--- src/rtl/uart_irq_pkg.sv ---
package uart_irq_pkg;
  // Buffering mode selected by the enable bit.
  typedef enum logic {
    MODE_HOLD = 1'b0,
    MODE_FIFO = 1'b1
  } buf_mode_e;
endpackage

--- src/rtl/uart_irq_tx.sv ---
module uart_irq_tx
  import uart_irq_pkg::*;
#(
  parameter int DEPTH = 16,
  parameter int CNT_W = $clog2(DEPTH + 1)
) (
  input  logic             clk,
  input  logic             rst_n,
  input  buf_mode_e        mode,
  input  logic [CNT_W-1:0] tx_level,
  input  logic             tx_hold_full,
  output logic             tx_irq
);
  localparam logic [CNT_W-1:0] HALF_C = CNT_W'(DEPTH / 2);

  logic tx_q;

  always_ff @(posedge clk) begin
    if (!rst_n) begin
      tx_q <= 1'b0;
    end else if (mode == MODE_FIFO) begin
      tx_q <= (tx_level <= HALF_C);
    end else begin
      tx_q <= !tx_hold_full;
    end
  end

  assign tx_irq = tx_q;

  // FIFO-mode transmit request tracks the free-space threshold
  assert_tx_fifo_thresh_R4: assert property (@(posedge clk) disable iff (!rst_n)
    (mode == MODE_FIFO) |=> (tx_irq == ($past(tx_level) <= HALF_C)));

  // single-register mode follows the holding register
  assert_tx_hold_R2: assert property (@(posedge clk) disable iff (!rst_n)
    (mode == MODE_HOLD) |=> (tx_irq == !$past(tx_hold_full)));
endmodule

--- src/rtl/uart_rx_timer.sv ---
module uart_rx_timer
  import uart_irq_pkg::*;
#(
  parameter int CNT_W   = 5,
  parameter int FRAME_W = 4
) (
  input  logic               clk,
  input  logic               rst_n,
  input  buf_mode_e          mode,
  input  logic [CNT_W-1:0]   rx_level,
  input  logic               rx_push,
  input  logic               rx_pop,
  input  logic               bit_tick,
  input  logic [FRAME_W-1:0] frame_bits,
  output logic               timeout
);
  localparam int LIM_W = FRAME_W + 2;

  logic [LIM_W-1:0] limit;
  logic [LIM_W-1:0] cnt_q;
  logic             idle;

  // three frames' worth of bit times: f + 2f
  assign limit = {2'b00, frame_bits} + {1'b0, frame_bits, 1'b0};
  assign idle  = (mode != MODE_FIFO) || (rx_level == '0);

  always_ff @(posedge clk) begin
    if (!rst_n) begin
      cnt_q <= '0;
    end else if (idle || rx_push || rx_pop) begin
      cnt_q <= '0;
    end else if (bit_tick && (cnt_q < limit)) begin
      cnt_q <= cnt_q + 1'b1;
    end
  end

  assign timeout = !idle && (cnt_q >= limit);

  // any arrival or read restarts the window
  assert_restart_R8: assert property (@(posedge clk) disable iff (!rst_n)
    (rx_push || rx_pop) |=> (cnt_q == '0));

  // an empty FIFO holds the timer at zero
  assert_empty_hold_R10: assert property (@(posedge clk) disable iff (!rst_n)
    (rx_level == '0) |=> (cnt_q == '0));
endmodule

--- src/rtl/uart_irq_rx.sv ---
module uart_irq_rx
  import uart_irq_pkg::*;
#(
  parameter int DEPTH = 16,
  parameter int CNT_W = $clog2(DEPTH + 1)
) (
  input  logic             clk,
  input  logic             rst_n,
  input  buf_mode_e        mode,
  input  logic [CNT_W-1:0] rx_level,
  input  logic             rx_hold_valid,
  input  logic             timeout,
  output logic             rx_irq
);
  localparam logic [CNT_W-1:0] HALF_C = CNT_W'(DEPTH / 2);

  logic rx_q;

  always_ff @(posedge clk) begin
    if (!rst_n) begin
      rx_q <= 1'b0;
    end else if (mode == MODE_HOLD) begin
      rx_q <= rx_hold_valid;
    end else if (rx_level == '0) begin
      rx_q <= 1'b0;
    end else if ((rx_level >= HALF_C) || timeout) begin
      rx_q <= 1'b1;
    end
  end

  assign rx_irq = rx_q;

  // sticky in FIFO mode until drained
  assert_rx_sticky_R6: assert property (@(posedge clk) disable iff (!rst_n)
    (mode == MODE_FIFO && rx_irq && rx_level != '0) |=> rx_irq);

  // drained FIFO clears the request
  assert_rx_drain_R6: assert property (@(posedge clk) disable iff (!rst_n)
    (mode == MODE_FIFO && rx_level == '0) |=> !rx_irq);

  // a rise in FIFO mode needs the threshold or the timeout
  assert_rx_cause_R5: assert property (@(posedge clk) disable iff (!rst_n)
    ($rose(rx_irq) && $past(mode) == MODE_FIFO) |->
      (($past(rx_level) >= HALF_C) || $past(timeout)));
endmodule

--- src/rtl/uart_irq_gen.sv ---
module uart_irq_gen
  import uart_irq_pkg::*;
#(
  parameter int DEPTH   = 16,
  parameter int FRAME_W = 4,
  parameter int CNT_W   = $clog2(DEPTH + 1)
) (
  input  logic               clk,
  input  logic               rst_n,
  input  logic               fifo_en,
  input  logic [CNT_W-1:0]   tx_level,
  input  logic [CNT_W-1:0]   rx_level,
  input  logic               tx_hold_full,
  input  logic               rx_hold_valid,
  input  logic               rx_push,
  input  logic               rx_pop,
  input  logic               bit_tick,
  input  logic [FRAME_W-1:0] frame_bits,
  output logic               tx_irq,
  output logic               rx_irq
);
  buf_mode_e mode;
  logic      timeout;

  assign mode = fifo_en ? MODE_FIFO : MODE_HOLD;

  uart_irq_tx #(.DEPTH(DEPTH), .CNT_W(CNT_W)) u_tx (
    .clk          (clk),
    .rst_n        (rst_n),
    .mode         (mode),
    .tx_level     (tx_level),
    .tx_hold_full (tx_hold_full),
    .tx_irq       (tx_irq)
  );

  uart_rx_timer #(.CNT_W(CNT_W), .FRAME_W(FRAME_W)) u_timer (
    .clk        (clk),
    .rst_n      (rst_n),
    .mode       (mode),
    .rx_level   (rx_level),
    .rx_push    (rx_push),
    .rx_pop     (rx_pop),
    .bit_tick   (bit_tick),
    .frame_bits (frame_bits),
    .timeout    (timeout)
  );

  uart_irq_rx #(.DEPTH(DEPTH), .CNT_W(CNT_W)) u_rx (
    .clk           (clk),
    .rst_n         (rst_n),
    .mode          (mode),
    .rx_level      (rx_level),
    .rx_hold_valid (rx_hold_valid),
    .timeout       (timeout),
    .rx_irq        (rx_irq)
  );

  // both requests quiet while reset is held
  assert_reset_quiet_R1: assert property (@(posedge clk)
    $past(!rst_n) |-> (!tx_irq && !rx_irq));
endmodule

--- config.mk ---
export PLATFORM = sky130hd
export DESIGN_NAME = uart_irq_gen
export DESIGN_NICKNAME = d
export VERILOG_FILES = /design/src/rtl/uart_irq_pkg.sv /design/src/rtl/uart_irq_tx.sv /design/src/rtl/uart_rx_timer.sv /design/src/rtl/uart_irq_rx.sv /design/src/rtl/uart_irq_gen.sv
export SDC_FILE = /design/constraint.sdc
export NUM_CORES = 1
export LEC_CHECK = 0
export BUFFER_PORTS_ARGS = -buffer_cell sky130_fd_sc_hd__buf_2
export CAP_MARGIN = 15
export CELL_PAD_IN_SITES_DETAIL_PLACEMENT = 0
export CELL_PAD_IN_SITES_GLOBAL_PLACEMENT = 2
export CORE_MARGIN = 5
export CORE_UTILIZATION = 29
export CTS_CLUSTER_SIZE = 40
export DETAILED_ROUTE_END_ITERATION = 8
export GPL_TIMING_DRIVEN = 0
export HOLD_SLACK_MARGIN = 0.03
export PLACE_DENSITY_LB_ADDON = 0.1
export SLEW_MARGIN = 20
export SYNTH_ARGS = -nofsm -noshare
export SYNTH_HDL_FRONTEND = slang
export SYNTH_SLANG_ARGS = --single-unit
--- constraint.sdc ---
create_clock -name clk -period 4.1 [get_ports clk]
set_clock_uncertainty 0.05 [all_clocks]
set_input_delay 0.82 -clock clk [delete_from_list [all_inputs] [get_ports clk]]
set_output_delay 0.82 -clock clk [all_outputs]
set_load 0.02 [all_outputs]
==> run metrics, run 1 <==
ANT nets after route=0; Worst EP arrival=2.98 ns; Ports=24; vias in the first global route=589; Hold Buf Count CTS=0; worst-path fanout max=9; gpl congestion=0.654; largest net degree at the start of global routing=10; setup_tns=0 ns; layout cells sized above 1=36.9%; first-pass GRT wire length=2.28 mm; status=complete, no violations; die area=0.00340 mm²; total track usage=8.95%; drc violations=0; TritonCTS buffer count=3; Hold Path Sink=u_timer.cnt_q[5]; Final WS setup=1.25 ns; Max Cap Violations=0; Initial Util=30.5%; n_diodes=0; Overflow after GRT=0; Final Hold Viols=0; CP endpoint kind=flip-flop; Core Rows=17; Tmin final=2.85 ns; CTS tree=yes; post-CTS resize count=0; clk_lat worst skew=0.25 ns; Post-Syn Nets=111; DR vias/cell=4.62; most frequent cells in the layout=buf_2, ha_1, dfxtp_1; worst reg2reg setup slack=2.33 ns; core box area=0.00221 mm²; clk sink count=8; Initial DRT Pass Iterations=2; Die X=58.3 µm; pre-CTS WS=0.971 ns; synthesized area=676 µm²; Final Cycle Share=69.5%; antenna violations before repair=0; Clock Power Share=31.9%; Final Net Count=139; Slew @ Worst Pin=0.231 ns; Max clock buf depth=2; unrepaired setup endpoints after global routing=no; RR Startpoint=u_timer.cnt_q[3]; IO buf count=23; Synthesis Warnings=0; average wire per standard cell=10.0 µm; total number of H-tree levels=1; critical path required time=4.23 ns; CP Class=input port to flip-flop; via count=605; Sequential Power Share=43.6%; Post-Syn Area per Cell=8.77 µm²; combinational power share=24.6%; Post-CTS Setup Inserts=0; DP Wirelength=1.17 mm; PwrDens=217 mW/mm²; Worst-path clk slew=0.05 ns; FMAX=351 MHz; DRT iter0 DRCs=4; Leakage=0.406 nW; P_sw=0.0483 mW; worst min path class=flip-flop to flip-flop; Max Slew Vio Count=0; register area share after synthesis=23.7%; internal power=0.135 mW; DIE HEIGHT=58.3 µm; final-report setup violation count=0; IR drop worst, VDD=0.000155 V; Sw Share=26.3%; area grow syn2layout=25.6%; Mapped Cells=77; crit path launch type=input port; leading cell type in the layout, fill and taps excluded=buf_2; hold_sp=u_timer.cnt_q[5]; Root Buffer=clkbuf_4; normalized max-slew margin=84.5%; hold-critical path depth=2; Seq cells post-synth=8; R2R Path End=u_timer.cnt_q[4]; Post-Route WL=1.31 mm; Worst Reg-to-Reg Cells=6; Synth cell types=27
[critical path, stage by stage]
cell	delay (ns)
buf_2	0.10
ha_1	0.16
inv_1	0.05
fa_1	0.40
inv_1	0.07
a21oi_1	0.07
ha_1	0.31
a21oi_1	0.25
nand3_2	0.21
or3_1	0.40
a21oi_2	0.14
[per-stage QoR]
| stage | hold WS [ns] | util (%) | area, µm² | power (mW) | cells |
|---|---|---|---|---|---|
| floorplan | 0.429 | - | 676 | 0.110 | 77 |
| global placement | 0.446 | 37.3 | 826 | 0.127 | 128 |
| detailed placement | 0.452 | 37.3 | 826 | 0.127 | 128 |
| CTS | 0.459 | 38.3 | 848 | 0.188 | 131 |
| global route | 0.474 | 38.3 | 848 | 0.203 | 131 |
| finish | 0.460 | 38.3 | 848 | 0.184 | 131 |
[power groups by stage]
stage	logic (mW)	registers, mW	clock network [mW]
2_1_floorplan	0.0262	0.0833	0
3_3_place_gp	0.0453	0.0818	0
3_5_place_dp	0.0457	0.0817	0
4_1_cts	0.0460	0.0801	0.0623
5_1_grt	0.0519	0.0801	0.0710
6_report	0.0451	0.0801	0.0585
[worst max-delay path by stage]
stage	startpoint	endpoint	slack (ns)	cells after the start
after floorplan	frame_bits[0]	u_timer.cnt_q[2]	1.28	10
after global placement	frame_bits[1]	u_timer.cnt_q[5]	1.01	11
after detailed placement	frame_bits[1]	u_timer.cnt_q[4]	0.97	11
after CTS	frame_bits[1]	u_timer.cnt_q[4]	1.23	11
after global routing	frame_bits[1]	u_timer.cnt_q[2]	1.06	11
final	frame_bits[1]	u_timer.cnt_q[4]	1.25	11
[kinds of logic after synthesis]
kind of cell / count (synthesis) / synth area share, %
xor gates and xnor gates: 3 / 3.89
adders and majority gates: 12 / 23.3
and+or+nand+nor: 26 / 23.7
DFF: 8 / 23.7
AOI/OAI and AO/OA: 19 / 18.3
muxes: 1 / 1.48
buffers and inverters: 8 / 5.56
[synthesized netlist by cell type]
cell	count	area [µm²]
a21oi_2	4	35.0
nor2b_1	2	12.5
o21ai_0	6	30.0
or4_1	1	7.51
or4b_4	1	13.8
nand2_1	3	11.3
inv_1	7	26.3
mux2i_1	1	10.0
nor3_1	1	5.00
and3_1	1	6.26
fa_1	1	20.0
xnor2_1	2	17.5
buf_6	1	11.3
dfxtp_1	8	160
xor2_1	1	8.76
and4_4	1	11.3
a21oi_1	5	25.0
nand3_1	1	5.00
ha_1	11	138
o21ai_2	2	17.5
nand3_2	1	10.0
nor2_1	4	15.0
nor2_2	2	12.5
or3_1	5	31.3
nand4_1	3	18.8
a311oi_1	1	8.76
a21o_1	1	7.51
[sequential cells by signal (all words and copies together), names as in the netlist]
name / cells
u_rx.rx_irq: 1
u_tx.tx_irq: 1
u_timer.cnt_q: 6
[per-layer routing]
layer,part of all wire (%),vias up,GRT usage (%)
met1,46,255,9.60
met3,7.4,0,4.90
met2,46,17,14.8
met5,0,-,0
met4,0,0,2.98
li1,-,333,-
[layout make-up]
cell class	instances	area [µm²]
Fill cell	254	1360
Sequential cell	8	160
Multi-Input combinational cell	61	478
Inverter	7	26.3
Timing Repair Buffer	23	115
Clock buffer	3	22.5
Buffer	1	11.3
Tap cell	28	35.0
(Power assumes the default switching activity.)
==> run 2, diff against run 1 <==
--- a/config.mk
+++ b/config.mk
@@ -10,7 +10,7 @@
 export CELL_PAD_IN_SITES_DETAIL_PLACEMENT = 0
 export CELL_PAD_IN_SITES_GLOBAL_PLACEMENT = 2
 export CORE_MARGIN = 5
-export CORE_UTILIZATION = 29
+export CORE_UTILIZATION = 24
 export CTS_CLUSTER_SIZE = 40
 export DETAILED_ROUTE_END_ITERATION = 8
 export GPL_TIMING_DRIVEN = 0
==> constraint.sdc (replaced) <==
create_clock -name clk -period 2.52 [get_ports clk]
set_clock_uncertainty 0.05 [all_clocks]
set_input_delay 0.504 -clock clk [delete_from_list [all_inputs] [get_ports clk]]
set_output_delay 0.504 -clock clk [all_outputs]
set_load 0.02 [all_outputs]
==> run 2 against run 1 <==
Critical path depth increased by 1. Flip-flop and latch count unchanged. Worst hold slack got worse by 0.020 ns. Register-to-register slack got worse by 1.6 ns. Combinational power increased by 110%. Critical path type unchanged.
==> run metrics, run 2 (synthesized netlist as in run 1, its figures left out) <==
status=complete, no violations; FMAX=413 MHz; Biggest register=u_timer.cnt_q; IR drop worst, VDD=0.000163 V (+5.2%); Design Power=0.328 mW (+79%); Die X=63.1 µm (+8.2%); Crit path max-delay family=adder cells; Leakage=0.441 nW (+8.7%); worst-path fanout max=5 (-4); ANT nets after route=0 (unchanged); core box area=0.00273 mm² (+24%); most frequent cells in the layout=buf_2, ha_1, dfxtp_1; DR vias/cell=4.69 (+1.5%); Final Hold Viols=0 (unchanged); DIE HEIGHT=63.1 µm (+8.2%); Overflow after GRT=0 (unchanged); Root Buffer=clkbuf_4; Core Rows=19 (+2); n_diodes=0 (unchanged); PwrDens=338 mW/mm² (+56%); CP endpoint kind=flip-flop; Crit-path slowest cell=ha_1; final-report setup violation count=0 (unchanged); number of flip-flops in the largest register=6 (unchanged); CP Class=input port to flip-flop; drc violations=0 (unchanged); CTS tree=yes; Final Util=35.5% (-2.8 points); area grow syn2layout=43.7%; Worst EP arrival=2.56 ns (-0.42 ns); worst min path class=input port to flip-flop; total number of H-tree levels=1 (unchanged); final cell count without fillers=137 (+4.6%); Max Slew Vio Count=0 (unchanged); total track usage=7.76% (-1.2 points); die area=0.00398 mm² (+17%); unrepaired setup endpoints after global routing=no; layout cells sized above 1=49.1% (+12 points); DP Wirelength=1.31 mm (+12%); Post-Route WL=1.58 mm (+20%); critical path required time=2.66 ns (-1.57 ns); Worst-path clk slew=0.06 ns (about the same); critical path buffer and inverter count=3 (unchanged); Final Cycle Share=96.2%; critical path's largest stage delay=0.38 ns (-0.02 ns); Slew @ Worst Pin=0.244 ns (+0.0128 ns); crit-path cells=buf_4 > ha_4 > inv_1 > fa_2 > inv_2 > a21oi_1 > ha_1 > and4_4 > o21ai_4 > nand3_4 > or3_4 > a21oi_2; Fillers=283 (+11%); via count=642 (+6.1%); vias in the first global route=605 (+2.7%); Post-Place Cells=131 (+2.3%); TritonCTS buffer count=3 (unchanged); Ports=24 (unchanged); crit path launch type=input port; leading cell type in the layout, fill and taps excluded=buf_2; Final Net Count=142 (+2.2%); clk_lat worst skew=0.26 ns (about the same); average wire per standard cell=11.6 µm (+15%); first-pass GRT wire length=2.47 mm (+8.5%); IO buf count=23 (unchanged); largest net degree at the start of global routing=10 (unchanged); Hold Buf Count CTS=0 (unchanged); Tmin final=2.42 ns; DRT iter0 DRCs=11 (+7); Initial Util=24.7% (-5.8 points); antenna violations before repair=0 (unchanged); gpl congestion=0.689 (+5.3%); Max Cap Violations=0 (unchanged); normalized max-slew margin=83.6% (-0.86 points); clk sink count=8 (unchanged); Initial DRT Pass Iterations=4 (+2); Max clock buf depth=2 (unchanged)
## run 2: changes by cell type in the layout (fill, tap and decap cells not counted), moves of 2 or more
| cell | change |
|---|---|
| buf_4 | +3 |
| inv_2 | +2 |
| ha_1 | -3 |
| a21oi_1 | -2 |
| ha_4 | +3 |
| inv_1 | -2 |
| or3_4 | +2 |
| or3_1 | -2 |
| buf_2 | -2 |
## run 2: final cells by class
cell class	count	area, µm²	area share, %
repair buffers	25	139	14.3
multi-input cells	62	573	59.0
clock buffers	3	22.5	2.32
flip-flops and latches	8	160	16.5
well taps	31	38.8	3.99
inverters	7	26.3	2.71
plain buffers	1	11.3	1.16
## run 2: metrics by stage
stage	hold slack [ns]	cell area [µm²]	TNS, ns	setup slack (ns)
after floorplan	0.429	676	0	0.0170
after global placement	0.446	830	-1.42	-0.276
after detailed placement	0.454	830	-1.50	-0.296
after CTS	0.436	863	0	0.0169
after global routing	0.441	971	0	0.0111
final	0.440	971	0	0.0963
## run 2: layer usage
metal	vias to the layer above	track usage, %	wire length (µm)
li1	340	-	-
met1	288	9.07	703
met5	-	0	0
met2	14	13.3	797
met3	0	3.02	82
met4	0	1.59	0
## run 2: repair_timing
| action | CTS | global route |
|---|---|---|
| cloned | 0 | 1 |
| pin swaps | 1 | 7 |
| gates resized for setup | 2 | 16 |
| buffers inserted | 0 | 2 |
| setup endpoints to repair | 4 | 5 |
## run 2: tightest hold or removal path: stages
cell	delay [ns]
buf_2	0.11
nand2_1	0.06
nor2_1	0.04
## run 2: final timing paths
path                                  startpoint  slack, ns  cells past startpoint          endpoint
worst max-delay path               frame_bits[0]        0.1                     12  u_timer.cnt_q[3]
worst min-delay path                       rst_n       0.44                      3       u_rx.rx_irq
worst max register to register  u_timer.cnt_q[1]       0.76                      6  u_timer.cnt_q[3]
worst min register to register  u_timer.cnt_q[5]       0.46                      2  u_timer.cnt_q[5]
## run 2: power breakdown
| part | switching [mW] | internal [mW] |
|---|---|---|
| combinational | 0.0456 | 0.0487 |
| sequential | 0.000966 | 0.129 |
| clock | 0.0489 | 0.0548 |
| total | 0.0954 | 0.233 |
==> run 3, diff against run 2 <==
--- a/config.mk
+++ b/config.mk
@@ -5,17 +5,18 @@
 export SDC_FILE = /design/constraint.sdc
 export NUM_CORES = 1
 export LEC_CHECK = 0
-export BUFFER_PORTS_ARGS = -buffer_cell sky130_fd_sc_hd__buf_2
 export CAP_MARGIN = 15
 export CELL_PAD_IN_SITES_DETAIL_PLACEMENT = 0
 export CELL_PAD_IN_SITES_GLOBAL_PLACEMENT = 2
 export CORE_MARGIN = 5
-export CORE_UTILIZATION = 24
+export CORE_UTILIZATION = 30
 export CTS_CLUSTER_SIZE = 40
 export DETAILED_ROUTE_END_ITERATION = 8
+export DONT_BUFFER_PORTS = 1
 export GPL_TIMING_DRIVEN = 0
 export HOLD_SLACK_MARGIN = 0.03
 export PLACE_DENSITY_LB_ADDON = 0.1
+export SETUP_SLACK_MARGIN = 0.5
 export SLEW_MARGIN = 20
 export SYNTH_ARGS = -nofsm -noshare
 export SYNTH_HDL_FRONTEND = slang
==> run 3 against run 2 <==
Worst hold slack worse by 0.13 ns. Highest routed layer is now met4. Count of clock-buffer cells in the layout unchanged. Clock power about the same. Core utilization up 6.4 points. Largest power group unchanged. First-iteration DRC count down 82%. Design area down 5.4%. Critical path depth down 2. Via count down 7.5%. Flip-flop and latch count unchanged. Global-route usage up 2.6 points. Sequential share of layout area up 0.94 points. Critical endpoint unchanged. Maximum frequency up 8.5%.
==> run metrics, run 3 (synthesized netlist as in run 1, its figures left out) <==
status=complete, no violations; total number of H-tree levels=1 (unchanged); Max clock buf depth=2 (unchanged); critical path required time=2.67 ns (about the same); leading cell type in the layout, fill and taps excluded=dfxtp_1; Slew @ Worst Pin=0.248 ns (+0.00471 ns); most frequent cells in the layout=dfxtp_1, ha_1, a21oi_2, o21ai_0, inv_1; CP Class=input port to flip-flop; TritonCTS buffer count=3 (unchanged); IR drop worst, VDD=0.000231 V (+42%); Root Buffer=clkbuf_4; FMAX=448 MHz (+8.5%); DR vias/cell=5.21 (+11%); Ports=24 (unchanged); Overflow after GRT=0 (unchanged); Core Rows=17 (-2); Initial Util=30.8% (+6.1 points); setup_tns=0 ns (unchanged); unrepaired setup endpoints after global routing=yes; Final Util=41.9% (+6.4 points); Post-DP Area=751 µm² (-9.5%); total track usage=10.4% (+2.6 points); Fillers=215 (-24%); first-pass GRT wire length=2.59 mm (+5.0%); worst min path class=input port to flip-flop; final cell count without fillers=114 (-17%); Worst-path clk slew=0.06 ns (about the same); Leakage=0.367 nW (-17%); antenna violations before repair=0 (unchanged); average wire per standard cell=13.4 µm (+16%); final instance area=918 µm² (-5.4%); crit path launch type=input port; clk sink count=8 (unchanged); number of flip-flops in the largest register=6 (unchanged); Tmin final=2.23 ns (-0.190 ns); final hold slack=0.312 ns (-0.128 ns); die area=0.00330 mm² (-17%); Max Cap Violations=0 (unchanged); Die X=57.5 µm (-8.9%); Max Slew Vio Count=0 (unchanged); layout cells sized above 1=41.9% (-7.2 points); clk_lat worst skew=0.26 ns (about the same); area grow syn2layout=35.9%; ANT nets after route=0 (unchanged); Post-Route WL=1.53 mm (-3.4%); vias in the first global route=598 (-1.2%); IO buf count=0 (-100%); largest net degree at the start of global routing=7 (-3); final-report setup violation count=0 (unchanged); Final Hold Viols=0 (unchanged); CP endpoint kind=flip-flop; normalized max-slew margin=83.3% (-0.38 points); DIE HEIGHT=57.5 µm (-8.9%); CTS tree=yes; pre-CTS WS=-0.00387 ns (+0.293 ns); n_diodes=0 (unchanged); DRT iter0 DRCs=2 (-9); gpl congestion=0.715 (+3.8%); Initial DRT Pass Iterations=4 (unchanged); Biggest register=u_timer.cnt_q; Post-Place Cells=105 (-20%); via count=594 (-7.5%); Design Power=0.321 mW (-2.0%); PwrDens=350 mW/mm² (+3.6%); DP Wirelength=1.16 mm (-11%); Worst EP arrival=2.38 ns (-0.18 ns); Final Net Count=122 (-14%); Final Cycle Share=88.6% (-7.5 points); core box area=0.00219 mm² (-20%); Final WS setup=0.286 ns (+0.190 ns); drc violations=0 (unchanged); Hold Buf Count CTS=0 (unchanged); worst-path fanout max=5 (unchanged)
-- run 3: worst max-delay path: stages --
cell	delay, ns
ha_4	0.12
inv_2	0.03
fa_2	0.37
xnor2_2	0.15
ha_1	0.30
and4_4	0.22
o21ai_4	0.09
nand3_4	0.11
or3_4	0.34
a21oi_2	0.14
-- run 3: timing repair --
action | CTS | global route
gates cloned | 1 | 0
pin swaps | 1 | 9
setup endpoints to repair | 7 | 7
resized for setup | 5 | 13
setup buffers | 2 | 3
endpoints found under the hold margin | 0 | 0
-- run 3: final timing paths --
| kind | start | cells after the start | end | slack, ns |
|---|---|---|---|---|
| hold / removal | rst_n | 2 | u_rx.rx_irq | 0.31 |
| setup reg to reg | u_timer.cnt_q[2] | 6 | u_timer.cnt_q[3] | 0.80 |
| setup / recovery | frame_bits[0] | 10 | u_timer.cnt_q[3] | 0.29 |
| hold reg to reg | u_timer.cnt_q[4] | 2 | u_timer.cnt_q[4] | 0.48 |
-- run 3: where the power goes --
| group | leakage (nW) | internal (mW) | switching [mW] |
|---|---|---|---|
| Sequential | 0.0650 | 0.129 | 0.00419 |
| Combinational | 0.288 | 0.0464 | 0.0392 |
| Clock | 0.0138 | 0.0548 | 0.0476 |
| Total | 0.367 | 0.230 | 0.0910 |
-- run 3: per-layer routing --
layer | up-vias | track usage (%) | routed length, µm
met5 | - | 0 | 0
met4 | 0 | 5.96 | 29
met3 | 4 | 4.52 | 113
met2 | 22 | 17.7 | 737
met1 | 268 | 10.3 | 648
li1 | 300 | - | -
-- run 3: final cells by class --
class | instances | area (µm²) | area share (%)
clock buffer | 3 | 22.5 | 2.45
sequential | 8 | 160 | 17.4
buffer | 1 | 11.3 | 1.23
tap | 28 | 35.0 | 3.81
inverter | 7 | 26.3 | 2.86
timing repair buffer | 5 | 45.0 | 4.90
multi-input combinational | 62 | 618 | 67.3
